$ cat config.mk
export PLATFORM = sky130hd
export DESIGN_NAME = osc_fail_sup
export DESIGN_NICKNAME = d
export VERILOG_FILES = /design/src/rtl/osc_sup_pkg.sv /design/src/rtl/osc_sup_dp.sv /design/src/rtl/osc_sup_ctrl.sv /design/src/rtl/osc_fail_sup.sv
export SDC_FILE = /design/constraint.sdc
export NUM_CORES = 1
export LEC_CHECK = 0
export CORE_UTILIZATION = 50
export DETAILED_ROUTE_END_ITERATION = 10
export PLACE_DENSITY = 0.84
export SLEW_MARGIN = 15
export SYNTH_ARGS = -nofsm -noshare
export SYNTH_HDL_FRONTEND = slang
export SYNTH_SLANG_ARGS = --single-unit
$ cat constraint.sdc
create_clock -name clk -period 2.09 [get_ports clk]
set_clock_uncertainty 0.15 [all_clocks]
set_input_delay 0.418 -clock clk [delete_from_list [all_inputs] [get_ports clk]]
set_output_delay 0.418 -clock clk [all_outputs]
set_load 0.02 [all_outputs]
$ cat src/rtl/osc_sup_pkg.sv
package osc_sup_pkg;
  localparam int STATUS_W  = 8;
  localparam int FAULT_BIT = 5;
  localparam int RUN_BIT   = 2;

  // control -> datapath
  typedef struct packed {
    logic countGood;
    logic clearGood;
  } dpStrobe_t;

  // datapath -> control
  typedef struct packed {
    logic starved;
    logic recovered;
  } dpFlags_t;

  typedef enum logic {
    ST_RUNNING = 1'b0,
    ST_FAILED  = 1'b1
  } supState_t;
endpackage

$ cat src/rtl/osc_sup_dp.sv
module osc_sup_dp
  import osc_sup_pkg::*;
#(
  parameter int TIMEOUT_CYC = 2048,
  parameter int GOOD_EDGES  = 8,
  parameter int SYNC_STAGES = 2
) (
  input  logic       clk,
  input  logic       rstN,
  input  logic       oscIn,
  input  dpStrobe_t  strobe,
  output dpFlags_t   flags
);
  localparam int IDLE_W = $clog2(TIMEOUT_CYC + 1);
  localparam int GOOD_W = $clog2(GOOD_EDGES + 1);
  localparam logic [IDLE_W-1:0] IDLE_MAX = IDLE_W'(TIMEOUT_CYC);
  localparam logic [GOOD_W-1:0] GOOD_MAX = GOOD_W'(GOOD_EDGES);

  logic [SYNC_STAGES-1:0] syncQ;
  logic                   oscPrev;
  logic                   oscEdge;
  logic [IDLE_W-1:0]      idleCnt;
  logic [GOOD_W-1:0]      goodCnt;
  logic                   starved;

  // synchronizer chain into the reference domain
  always_ff @(posedge clk or negedge rstN) begin
    if (!rstN) begin
      syncQ   <= '0;
      oscPrev <= 1'b0;
    end else begin
      syncQ   <= {syncQ[SYNC_STAGES-2:0], oscIn};
      oscPrev <= syncQ[SYNC_STAGES-1];
    end
  end

  // either polarity counts as activity
  assign oscEdge = syncQ[SYNC_STAGES-1] ^ oscPrev;

  // saturating idle counter
  always_ff @(posedge clk or negedge rstN) begin
    if (!rstN)                 idleCnt <= '0;
    else if (oscEdge)          idleCnt <= '0;
    else if (idleCnt != IDLE_MAX) idleCnt <= idleCnt + 1'b1;
  end

  assign starved = (idleCnt == IDLE_MAX) && !oscEdge;

  // consecutive good-edge counter used during recovery
  always_ff @(posedge clk or negedge rstN) begin
    if (!rstN)
      goodCnt <= '0;
    else if (strobe.clearGood || starved)
      goodCnt <= '0;
    else if (strobe.countGood && oscEdge && goodCnt != GOOD_MAX)
      goodCnt <= goodCnt + 1'b1;
  end

  assign flags.starved   = starved;
  assign flags.recovered = (goodCnt == GOOD_MAX);
endmodule

$ cat src/rtl/osc_sup_ctrl.sv
module osc_sup_ctrl
  import osc_sup_pkg::*;
#(
  parameter int               OUT_W      = 4,
  parameter logic [OUT_W-1:0] SAFE_VALUE = '0
) (
  input  logic                clk,
  input  logic                rstN,
  input  dpFlags_t            flags,
  input  logic [OUT_W-1:0]    funcIn,
  input  logic                runEnterReq,
  input  logic                waitReq,
  input  logic                clrRun,
  input  logic                clrFault,
  output dpStrobe_t           strobe,
  output logic                failActive,
  output logic                runMode,
  output logic [STATUS_W-1:0] statusReg,
  output logic [OUT_W-1:0]    safeOut
);
  supState_t state, stateNext;
  logic      recoverNow;
  logic      faultBit;
  logic      runBit;

  always_comb begin
    stateNext = state;
    unique case (state)
      ST_RUNNING: if (flags.starved)   stateNext = ST_FAILED;
      ST_FAILED:  if (flags.recovered) stateNext = ST_RUNNING;
      default:                         stateNext = ST_RUNNING;
    endcase
  end

  assign recoverNow = (state == ST_FAILED) && flags.recovered;

  always_ff @(posedge clk or negedge rstN) begin
    if (!rstN) state <= ST_RUNNING;
    else       state <= stateNext;
  end

  // recovery forces run mode; host strobes act otherwise
  always_ff @(posedge clk or negedge rstN) begin
    if (!rstN)            runMode <= 1'b0;
    else if (recoverNow)  runMode <= 1'b1;
    else if (runEnterReq) runMode <= 1'b1;
    else if (waitReq)     runMode <= 1'b0;
  end

  // sticky fault bit, set wins over clear
  always_ff @(posedge clk or negedge rstN) begin
    if (!rstN)           faultBit <= 1'b0;
    else if (recoverNow) faultBit <= 1'b1;
    else if (clrFault)   faultBit <= 1'b0;
  end

  // run-entered bit, untouched by fault handling
  always_ff @(posedge clk or negedge rstN) begin
    if (!rstN)            runBit <= 1'b0;
    else if (runEnterReq) runBit <= 1'b1;
    else if (clrRun)      runBit <= 1'b0;
  end

  always_comb begin
    statusReg            = '0;
    statusReg[FAULT_BIT] = faultBit;
    statusReg[RUN_BIT]   = runBit;
  end

  assign failActive       = (state == ST_FAILED);
  assign strobe.countGood = (state == ST_FAILED);
  assign strobe.clearGood = (state == ST_RUNNING);
  assign safeOut          = failActive ? SAFE_VALUE : funcIn;
endmodule

$ cat src/rtl/osc_fail_sup.sv
module osc_fail_sup
  import osc_sup_pkg::*;
#(
  parameter int               TIMEOUT_CYC = 2048,
  parameter int               GOOD_EDGES  = 8,
  parameter int               OUT_W       = 4,
  parameter logic [OUT_W-1:0] SAFE_VALUE  = '0
) (
  input  logic             clk,
  input  logic             rstN,
  input  logic             oscIn,
  input  logic [OUT_W-1:0] funcIn,
  input  logic             runEnterReq,
  input  logic             waitReq,
  input  logic             clrRun,
  input  logic             clrFault,
  output logic             sysReset,
  output logic             oscRestart,
  output logic             runMode,
  output logic [7:0]       statusReg,
  output logic [OUT_W-1:0] safeOut
);
  dpStrobe_t strobe;
  dpFlags_t  flags;
  logic      failActive;

  osc_sup_dp #(
    .TIMEOUT_CYC(TIMEOUT_CYC),
    .GOOD_EDGES (GOOD_EDGES),
    .SYNC_STAGES(2)
  ) dp_i (
    .clk   (clk),
    .rstN  (rstN),
    .oscIn (oscIn),
    .strobe(strobe),
    .flags (flags)
  );

  osc_sup_ctrl #(
    .OUT_W     (OUT_W),
    .SAFE_VALUE(SAFE_VALUE)
  ) ctrl_i (
    .clk        (clk),
    .rstN       (rstN),
    .flags      (flags),
    .funcIn     (funcIn),
    .runEnterReq(runEnterReq),
    .waitReq    (waitReq),
    .clrRun     (clrRun),
    .clrFault   (clrFault),
    .strobe     (strobe),
    .failActive (failActive),
    .runMode    (runMode),
    .statusReg  (statusReg),
    .safeOut    (safeOut)
  );

  assign sysReset   = failActive;
  assign oscRestart = failActive;
endmodule

# Word level (Yosys, flattened, before mapping)
# Index checks and enable logic that the tools add are counted.
# word_totals
regBits	23
inputBits	11
# op_classes
add_sub_neg	2
eq_ne	4
mux	15
bitwise	2
n_reduce_logical	11
# op_table
cell	n
$mux W12	2
$add A12 B1 Y12 const B	1
$eq A12 B12 Y1 const B	1
$mux W4	3
$ne A12 B12 Y1 const B	1
$mux W1	9
$reduce_bool A2 Y1	4
$add A4 B1 Y4 const B	1
$eq A4 B4 Y1 const B	1
$logic_and A1 B1 Y1	4
$ne A4 B4 Y1 const B	1
$reduce_bool A3 Y1	1
$pmux W1 S2	1
$logic_not A1 Y1	1
$logic_or A1 B1 Y1	1
$not A1 Y1	1
$xor A1 B1 Y1	1

# Longest topological paths before layout
# Gate-level depths: netlist of run 1.
# logic_depth
depth_word	5
ltp_mapped	6
ltp_nobuf	5

# Cells and area by module
# Synthesis of run 1 repeated with hierarchy kept, for this count alone.
# unflattened
cells_unflattened	129
hier_area_um2	1247.4
# modules_own_cells
mod	n_inst	cells_each	area_each_um2	seq_area_each_um2
osc_sup_dp	1	100	985.9	475.5
osc_sup_ctrl	1	28	254.0	100.1
osc_fail_sup	1	1	7.5	0.0

# Worst setup path after synthesis of run 1
# OpenSTA, ideal clock, no wires.
# synth_timing
path_kind	register -> register
from	register dp_i.idleCnt[0]
to	register dp_i.goodCnt[0]
setup_time_ns	0.131
t_arrival_ns	1.539
t_required_ns	1.809
slack_ns	0.269
stages_incl_launch_ff	7
period_less_slack_ns	1.821
cell_sequence	dfrtp_1 > inv_1 > ha_1 > or4b_1 > buf_2 > o311ai_1 > a31oi_1
# synth_between
elab_chain_len	4
word_cells_on_any_way	5
cone_classes	eq/ne (1); mux (1); reduce/logical (3)
# synth_lines
element	line	source
start: declaration	osc_sup_dp.sv:22	logic [IDLE_W-1:0] idleCnt;
start signal: assignment	osc_sup_dp.sv:44	else if (idleCnt != IDLE_MAX) idleCnt <= idleCnt + 1'b1;
$eq A12 B12 Y1 (*)	osc_sup_dp.sv:47	assign starved = (idleCnt == IDLE_MAX) && !oscEdge;
$logic_and A1 B1 Y1 (*)	osc_sup_dp.sv:47	
$logic_or A1 B1 Y1 (*)	osc_sup_dp.sv:53	else if (strobe.clearGood || starved)
$mux W4 or $reduce_bool A2 Y1 (tied branches)	-	
end signal: assignment	osc_sup_dp.sv:56	goodCnt <= goodCnt + 1'b1;
end: declaration	osc_sup_dp.sv:23	logic [GOOD_W-1:0] goodCnt;
# Mark *: on every way between the ends. The rest lies on a longest branch, timed or not.
# A chain may end at the register's enable or synchronous reset.

# Final worst setup path of run 1
# layout_timing
from	register ctrl_i.state, in the netlist ctrl_i.failActive
to	output port oscRestart
# layout_lines
element	line	source
start: declaration	osc_sup_ctrl.sv:21	supState_t state, stateNext;
start signal: assignment	osc_sup_ctrl.sv:39	else state <= stateNext;
end: declaration	osc_fail_sup.sv:18	output logic oscRestart,
# No word-level cell between the ends.

==> results.py, run 1 <==
metrics = {
    "sta": {
        "finalCriticalPeriod_ns": 2.00,
        "tightest_slew_ns": 0.594,
        "rsz0062_at_grt": "no",
        "tns_ns": 0,
        "finalSetupViolCount": 0,
        "slew_violations": 0,
        "fmax_mhz": 500,
        "relSlewSlack_pct": 59.8,
        "hold_viol": 0,
        "period_share_pct": 95.6,
        "worst_slack_ns": 0.0918,
    },
    "route": {
        "drt_wl_total_um": 2420,
        "vias": 1061,
        "wl_per_cell_um": 13.5,
        "ant_nets": 0,
        "remaining_drc_errors": 0,
        "first_pass_iters": 4,
        "dr.first_iter.drc_count": 23,
        "via_per_inst": 5.89,
    },
    "min_path": {
        "hold_path.class": "reg2reg",
    },
    "placement": {
        "io_buffers": 19,
        "dp_hpwl_um": 1780,
        "routabilityCongestion": 0.789,
        "dp_slack_ns": -0.0687,
    },
    "yosys": {
        "synth_top_family_by_area": "simple AND/OR/NAND/NOR gates",
        "synth_commonest_cells": "23 x dfrtp_1, 11 x inv_1, 9 x a21oi_1, 9 x buf_4, 9 x nand3_1",
        "synth_top_area_cell": "dfrtp_1",
        "synth_ff_type": "dfrtp_1",
        "syn-mean-instance-area_um2": 9.60,
        "synth_cell_types": 34,
        "yosys_warnings": 0,
        "synth_mux_area_share_pct": 0.784,
        "yosysMostFrequentCell": "dfrtp_1",
        "synth-xor-area-share_pct": 2.75,
        "synth_area_mm2": 0.00128,
        "yosysSeqAreaShare_pct": 45.1,
        "synth-adder-area-share_pct": 3.92,
        "synth_compound_area_share_pct": 14.6,
        "synth_edf_count": 0,
        "synthSimpleGateAreaFrac_pct": 22.2,
        "ys_seq_elements": 23,
        "synth_cells": 133,
        "async_reset_ff_share_pct": 100,
        "yosys-top-cells-area": "dfrtp_1 45%, buf_4 5.3%, ha_1 3.9%",
        "synth_top_area_share_pct": 45.1,
    },
    "pwr": {
        "p_per_area_mw_per_mm2": 550,
        "power_leakage_nw": 0.598,
        "ir_drop_uv": 520,
    },
    "run_status": {
        "status": "finished, final reports clean",
    },
    "grt": {
        "antenna_found_initial": 0,
        "grt_pass1_wl_um": 4080,
        "overflow": 0,
        "grt_usage_pct": 19.7,
        "grt_max_degree": 24,
        "grt_pass1_vias": 1004,
    },
    "worst_setup_path": {
        "r2r_start": "dp_i.idleCnt[0]$_DFFE_PN0N_",
        "r2r_cells": 5,
        "crit_chain": "clkdlybuf4s50_1",
        "cp-endpoint": "oscRestart",
        "worst_setup_path_end_kind": "output pin",
        "crit_start": "ctrl_i.failActive$_DFF_PN0_",
        "startpoint_type": "register",
        "cp_num_buf_inv": 1,
        "path_delay_family": "buffers and inverters",
        "r2r-end": "dp_i.goodCnt[0]$_DFFE_PN0P_",
        "cp.arrival_ns": 1.43,
        "cp.depth": 1,
        "crit_fanout": 9,
        "rrSetupSlack_ns": 0.17,
        "worstPathRequired_ns": 1.52,
        "cpPeakStageDelay_ns": 0.65,
        "slowest_stage": "clkdlybuf4s50_1",
        "path_class": "reg2out",
    },
    "clock_network": {
        "cts_inserted_buffers": 3,
        "hold_buffers": 0,
        "cts_max_level": 1,
        "clock_sinks": 23,
        "cts_tree": "done",
        "cts-root-buf": "clkbuf_4",
        "ctsLongestPathBuffers": 2,
        "insertion_delay_ns": 0.30,
        "clk_pin_slew_ns": 0.12,
    },
    "die": {
        "start_util_pct": 55.0,
        "die_y_um": 52.5,
        "io_pins": 26,
        "core-area_mm2": 0.00232,
        "die_w_um": 52.5,
        "dieArea_mm2": 0.00276,
        "rows": 17,
    },
    "cells_and_area": {
        "layout.nets": 168,
        "n_fill_cell": 196,
        "syn2layout_area_growth_pct": 16.3,
        "drive_above_1_share_pct": 5.92,
        "diodes": 0,
    },
    "run": {
        "max-cap-violations": 0,
    },
}
cell type report:
cell class              instances  area [um2]  area share, %
well taps                      28        35.0           2.36
repair buffers                 23         215           14.5
flip-flops and latches         23         576           38.8
clock buffers                   4        26.3           1.77
inverters                      11        41.3           2.78
multi-input cells              91         591           39.8
kinds of logic after synthesis:
kind of cell,after synthesis
xor+xnor,4
simple gates,46
other cells,1
buf+inv,24
fa+ha+maj,4
mux,1
flops,23
compound gates,30
layout by cell type, fill, tap and decap left out, types with 3 or more instances in the layout:
cell / instances
a21oi_1: 9
a31oi_1: 5
buf_4: 4
clkbuf_4: 3
clkdlybuf4s50_1: 15
conb_1: 6
dfrtp_1: 23
dlygate4sd2_1: 4
ha_1: 4
inv_1: 11
nand2_1: 5
nand3_1: 9
nand4_1: 4
nor2b_1: 4
o21ai_0: 6
o311ai_1: 5
o31ai_1: 3
or3_1: 6
flip-flops by register name, summed over array words and instances, names as in the netlist:
name,flops
ctrl_i.failActive,1
ctrl_i.runBit,1
dp_i.goodCnt,4
dp_i.syncQ,2
ctrl_i.runMode,1
dp_i.idleCnt,12
ctrl_i.faultBit,1
dp_i.oscPrev,1
how the worst min path moves through the flow:
stage                                       start                           to  slack (ns)  cells past startpoint
after detailed placement  dp_i.syncQ[0]$_DFF_PN0_      dp_i.syncQ[1]$_DFF_PN0_        0.20                      0
after CTS                 dp_i.syncQ[0]$_DFF_PN0_      dp_i.syncQ[1]$_DFF_PN0_        0.23                      0
after floorplan                              rstN  ctrl_i.failActive$_DFF_PN0_       -0.03                      0
after global routing      dp_i.syncQ[0]$_DFF_PN0_      dp_i.syncQ[1]$_DFF_PN0_        0.23                      0
after global placement    dp_i.syncQ[0]$_DFF_PN0_      dp_i.syncQ[1]$_DFF_PN0_        0.19                      0
final                     dp_i.syncQ[0]$_DFF_PN0_      dp_i.syncQ[1]$_DFF_PN0_        0.22                      0
stage by stage:
step	std cells	util [%]	power (mW)	area (um2)	hold WS, ns
floorplan	138	-	0.576	1290	-0.0276
global placement	176	62.9	0.620	1460	0.191
detailed placement	176	62.9	0.626	1460	0.199
CTS	180	63.8	0.819	1480	0.228
global route	180	64.0	0.861	1480	0.229
finish	180	64.0	0.817	1480	0.224
power by group:
group | switching [mW] | total, mW | internal (mW)
combinational | 0.0799 | 0.144 | 0.0637
sequential | 0.0171 | 0.477 | 0.459
clock | 0.123 | 0.197 | 0.0742
total | 0.220 | 0.817 | 0.597
metal layers:
metal / track usage (%) / vias to the layer above / routed length, um
li1: - / 510 / -
met1: 24.1 / 515 / 1070
met2: 34.8 / 36 / 1230
met3: 3.48 / 0 / 123
met4: 5.70 / 0 / 0
met5: 0 / - / 0
timing repair:
| item | in CTS | in global routing |
|---|---|---|
| buffers inserted | 0 | 0 |
| gates resized for setup | 4 | 1 |
| setup endpoints to repair | 4 | 5 |
Note: power is estimated with default switching activity, not from simulation.
==> inputs of run 2 (changes only) <==
Settings changed: CORE_MARGIN from default to 1, GPL_TIMING_DRIVEN from default to 0.
==> results.py, run 2 (synthesis gave the netlist of run 1 again) <==
metrics = {
    "pwr": {
        "switching_share_pct": 27.8,
        "fin_total_pwr_mw": 0.832,
        "power_leakage_nw": 0.644,
        "ir_drop_uv": 439,
        "p_int_mw": 0.600,
        "seq_power_share_pct": 57.1,
        "p_per_area_mw_per_mm2": 536,
        "combPwrFrac_pct": 18.2,
        "p_clk_share_pct": 24.7,
        "switchingPower_mw": 0.232,
    },
    "grt": {
        "met3_usage_pct": 2.03,
        "overflow": 0,
        "antenna_found_initial": 0,
        "grt_pass1_wl_um": 4110,
        "grtUsageMet2_pct": 35.2,
        "use_met1_pct": 25.2,
        "grt_usage_pct": 20.2,
        "grt_max_degree": 24,
        "grt_pass1_vias": 988,
        "top_usage_layer": "met2",
    },
    "placement": {
        "dp_hpwl_um": 1780,
        "routabilityCongestion": 0.763,
        "io_buffers": 19,
        "dp_slack_ns": -0.0820,
    },
    "route": {
        "ant_nets": 0,
        "remaining_drc_errors": 0,
        "vias": 1089,
        "first_pass_iters": 4,
        "via_per_inst": 5.73,
        "drt_wl_total_um": 2430,
        "dr.first_iter.drc_count": 22,
        "wl_per_cell_um": 12.8,
    },
    "cells_and_area": {
        "reg_top3": "dp_i.idleCnt: 12 flops, dp_i.goodCnt: 4 flops, dp_i.syncQ: 2 flops",
        "top_register": "dp_i.idleCnt",
        "drive_above_1_share_pct": 11.1,
        "diodes": 0,
        "mostFrequentLayoutCell": "dfrtp_1",
        "n_fill_cell": 196,
        "layout.nets": 178,
        "syn2layout_area_growth_pct": 21.6,
        "final_cell_mix": "22 x dfrtp_1, 15 x clkdlybuf4s50_1, 11 x inv_1",
        "largest_reg_flops": 12,
    },
    "sta": {
        "slew_violations": 0,
        "fmax_mhz": 491,
        "tightest_slew_ns": 1.00,
        "worst_slack_ns": 0.0533,
        "period_share_pct": 97.5,
        "relSlewSlack_pct": 32.9,
        "finalCriticalPeriod_ns": 2.04,
        "tns_ns": 0,
        "finalSetupViolCount": 0,
        "hold_viol": 0,
    },
    "clock_network": {
        "clk_pin_slew_ns": 0.13,
        "hold_buffers": 0,
        "cts-root-buf": "clkbuf_4",
        "cts_max_level": 1,
        "ctsLongestPathBuffers": 2,
        "cts_inserted_buffers": 3,
        "clock_sinks": 23,
        "insertion_delay_ns": 0.31,
        "cts_tree": "done",
    },
    "worst_setup_path": {
        "path_class": "reg2out",
        "cp.arrival_ns": 1.47,
        "worstPathRequired_ns": 1.52,
        "crit_chain": "buf_4 > clkdlybuf4s50_1",
        "slowest_stage": "clkdlybuf4s50_1",
        "rrSetupSlack_ns": 0.13,
        "crit_fanout": 9,
        "startpoint_type": "register",
        "cpPeakStageDelay_ns": 0.58,
        "worst_setup_path_end_kind": "output pin",
    },
    "die": {
        "dieArea_mm2": 0.00276,
        "core-area_mm2": 0.00232,
        "rows": 17,
        "die_y_um": 52.5,
        "start_util_pct": 55.0,
        "die_w_um": 52.5,
        "io_pins": 26,
    },
    "run": {
        "max-cap-violations": 0,
    },
    "min_path": {
        "hold_path.class": "reg2reg",
    },
    "run_status": {
        "status": "finished, final reports clean",
    },
}
==> run 2: worst paths after layout <==
path	start	to	cells after the start
min in group asynchronous	rstN	dp_i.goodCnt[2]$_DFFE_PN0P_	1
worst min register to register	dp_i.syncQ[0]$_DFF_PN0_	dp_i.syncQ[1]$_DFF_PN0_	0
max in group asynchronous	rstN	ctrl_i.failActive$_DFF_PN0_	1
worst min-delay path	dp_i.syncQ[0]$_DFF_PN0_	dp_i.syncQ[1]$_DFF_PN0_	0
worst max register to register	dp_i.idleCnt[0]$_DFFE_PN0N_	dp_i.goodCnt[3]$_DFFE_PN0P_	6
worst max-delay path	ctrl_i.failActive$_DFF_PN0_	sysReset	2
==> run 2: through the flow <==
| step | hold slack (ns) | utilization, % | area [um2] | cells |
|---|---|---|---|---|
| 3_3_place_gp | 0.189 | 65.6 | 1520 | 185 |
| 2_1_floorplan | -0.0276 | - | 1290 | 138 |
| 4_1_cts | 0.214 | 66.6 | 1540 | 189 |
| 6_report | 0.212 | 66.9 | 1550 | 190 |
| 5_1_grt | 0.225 | 66.9 | 1550 | 190 |
| 3_5_place_dp | 0.185 | 65.6 | 1520 | 185 |
==> run 2: repair_timing <==
item | CTS | global route
buffers inserted | 0 | 1
gates resized for setup | 5 | 0
setup endpoints to repair | 5 | 4
pin swaps | 0 | 0
==> run 2: final cells by class <==
class	instances	area, um2	share of cell area, %
plain buffers	13	91.3	5.89
repair buffers	20	193	12.4
multi-input cells	91	587	37.8
inverters	11	41.3	2.66
flip-flops and latches	23	577	37.2
well taps	28	35.0	2.26
clock buffers	3	22.5	1.45
clock inverters	1	5.00	0.323
==> run 2: critical path: cells and delay by family, from the launching register on <==
| family | cells | cell delay [ns] |
|---|---|---|
| buf+inv | 2 | 0.70 |
| flops | 1 | 0.45 |
==> run 2: power groups by stage <==
stage	combinational [mW]	sequential, mW	clock (mW)
finish	0.151	0.475	0.205
global route	0.169	0.478	0.223
CTS	0.148	0.476	0.209
detailed placement	0.151	0.484	0
global placement	0.145	0.483	0
floorplan	0.0934	0.483	0
==> run 2: routing by layer <==
| metal | wire [um] | up-vias | share of wire [%] |
|---|---|---|---|
| li1 | - | 530 | - |
| met3 | 129 | 4 | 5.3 |
| met5 | 0 | - | 0 |
| met2 | 1210 | 38 | 50 |
| met1 | 1060 | 517 | 43 |
| met4 | 31 | 0 | 1.3 |
==> inputs of run 3 (changes only) <==
Settings changed: CELL_PAD_IN_SITES_DETAIL_PLACEMENT from default to 0, CELL_PAD_IN_SITES_GLOBAL_PLACEMENT from default to 1, CORE_UTILIZATION 50 to 38.
==> results.py, run 3 (synthesis gave the netlist of run 1 again) <==
metrics = {
    "sta": {
        "relSlewSlack_pct": 49.6,
        "hold_viol": 0,
        "rsz0062_at_grt": "yes",
        "fmax_mhz": 492,
        "finalSetupViolCount": 0,
        "slew_violations": 0,
        "finalCriticalPeriod_ns": 2.03,
        "tightest_slew_ns": 0.750,
        "tns_ns": 0,
        "worst_slack_ns": 0.0585,
        "period_share_pct": 97.2,
        "holdWs_ns": 0.214,
    },
    "worst_setup_path": {
        "worst_setup_path_end_kind": "output pin",
        "worstPathRequired_ns": 1.52,
        "slowest_stage": "clkdlybuf4s50_1",
        "cp.arrival_ns": 1.46,
        "startpoint_type": "register",
        "crit_chain": "buf_4 > clkdlybuf4s50_1",
        "path_class": "reg2out",
        "cpPeakStageDelay_ns": 0.60,
        "crit_fanout": 7,
    },
    "cells_and_area": {
        "finish.utilization_pct": 50.9,
        "drive_above_1_share_pct": 12.9,
        "regArea_um2": 578,
        "final_cells": 207,
        "reg_top3": "dp_i.idleCnt: 12 flops, dp_i.goodCnt: 4 flops, dp_i.syncQ: 2 flops",
        "n_fill_cell": 302,
        "diodes": 0,
        "largest_reg_flops": 12,
        "top_register": "dp_i.idleCnt",
        "final_cell_mix": "21 x dfrtp_1, 14 x clkdlybuf4s50_1, 11 x inv_1",
        "multi_input_area_um2": 602,
        "syn2layout_area_growth_pct": 24.7,
        "mostFrequentLayoutCell": "dfrtp_1",
        "layout.nets": 179,
        "design_area_mm2": 0.00159,
    },
    "die": {
        "rows": 20,
        "die_y_um": 60.0,
        "core-area_mm2": 0.00313,
        "die_w_um": 60.0,
        "start_util_pct": 40.8,
        "dieArea_mm2": 0.00359,
        "io_pins": 26,
    },
    "route": {
        "first_pass_iters": 4,
        "remaining_drc_errors": 0,
        "ant_nets": 0,
        "via_per_inst": 5.20,
        "dr.first_iter.drc_count": 56,
        "vias": 1076,
        "drt_wl_total_um": 2650,
        "wl_per_cell_um": 12.8,
    },
    "placement": {
        "routabilityCongestion": 0.869,
        "dp_slack_ns": -0.0978,
        "dp_hpwl_um": 1940,
        "placed_area_mm2": 0.00154,
        "io_buffers": 19,
        "place_inst": 201,
    },
    "pwr": {
        "fin_total_pwr_mw": 0.835,
        "ir_drop_uv": 335,
        "seq_power_share_pct": 57.2,
        "p_per_area_mw_per_mm2": 525,
        "p_clk_share_pct": 24.4,
        "switchingPower_mw": 0.234,
        "p_int_mw": 0.601,
        "power_leakage_nw": 0.645,
        "combPwrFrac_pct": 18.4,
        "switching_share_pct": 28.0,
    },
    "clock_network": {
        "cts_tree": "done",
        "cts_max_level": 1,
        "cts_inserted_buffers": 3,
        "cts-root-buf": "clkbuf_4",
        "ctsLongestPathBuffers": 2,
        "clock_sinks": 23,
        "insertion_delay_ns": 0.31,
        "clk_pin_slew_ns": 0.12,
    },
    "min_path": {
        "hold_path.class": "reg2reg",
    },
    "run_status": {
        "status": "finished, final reports clean",
    },
    "grt": {
        "grt_pass1_vias": 1023,
        "grt_max_degree": 24,
        "grt_pass1_wl_um": 4360,
        "grt_usage_pct": 16.1,
        "overflow": 0,
        "antenna_found_initial": 0,
    },
    "run": {
        "max-cap-violations": 0,
    },
}
## run 3: changes by cell type in the layout (fill, tap and decap cells not counted), sizes merged
cell and delta:
buf +1, clkbuf +1, clkdlybuf4s50 -1, clkinv -1, dlygate4sd3 +1
## run 3: repair_timing
action,in CTS,in global routing
hold endpoints to repair,0,23
setup endpoints to repair,5,5
hold buffers,0,1
setup buffers,0,1
pin swaps,0,0
gates resized for setup,5,3
## run 3: final timing paths
kind	slack (ns)	start	to	depth (start not counted)
worst max-delay path	0.06	ctrl_i.failActive$_DFF_PN0_	sysReset	2
worst max register to register	0.08	dp_i.idleCnt[0]$_DFFE_PN0N_	dp_i.goodCnt[0]$_DFFE_PN0P_	6
worst min-delay path	0.21	dp_i.syncQ[0]$_DFF_PN0_	dp_i.syncQ[1]$_DFF_PN0_	0
min in group asynchronous	0.46	rstN	dp_i.idleCnt[2]$_DFFE_PN0N_	2
max in group asynchronous	0.96	rstN	ctrl_i.failActive$_DFF_PN0_	2
worst min register to register	0.21	dp_i.syncQ[0]$_DFF_PN0_	dp_i.syncQ[1]$_DFF_PN0_	0
## run 3: final cells by class
cell class                 instances  area share [%]
multi-input combinational         91            37.8
sequential                        23            36.3
timing repair buffer              21            12.4
buffer                            13            5.74
tap                               44            3.46
inverter                          11            2.59
clock buffer                       4            1.65
## run 3: per-layer routing
metal | vias up | global-route usage [%] | share of wire [%]
met3 | 0 | 4.76 | 3.4
li1 | 530 | - | -
met2 | 20 | 27.0 | 51
met1 | 526 | 19.9 | 46
met5 | - | 0 | 0
met4 | 0 | 4.65 | 0
## run 3: worst max-delay path, delay by kind of cell, from the launching register on
family,cells,cell delay (ns)
flip-flops,1,0.44
buffers and inverters,2,0.72
## run 3: power by group through the flow
stage / clock (mW) / combinational, mW / sequential [mW]
CTS: 0.213 / 0.151 / 0.477
floorplan: 0 / 0.0934 / 0.483
global placement: 0 / 0.148 / 0.484
detailed placement: 0 / 0.153 / 0.486
finish: 0.204 / 0.154 / 0.478
global route: 0.232 / 0.169 / 0.480
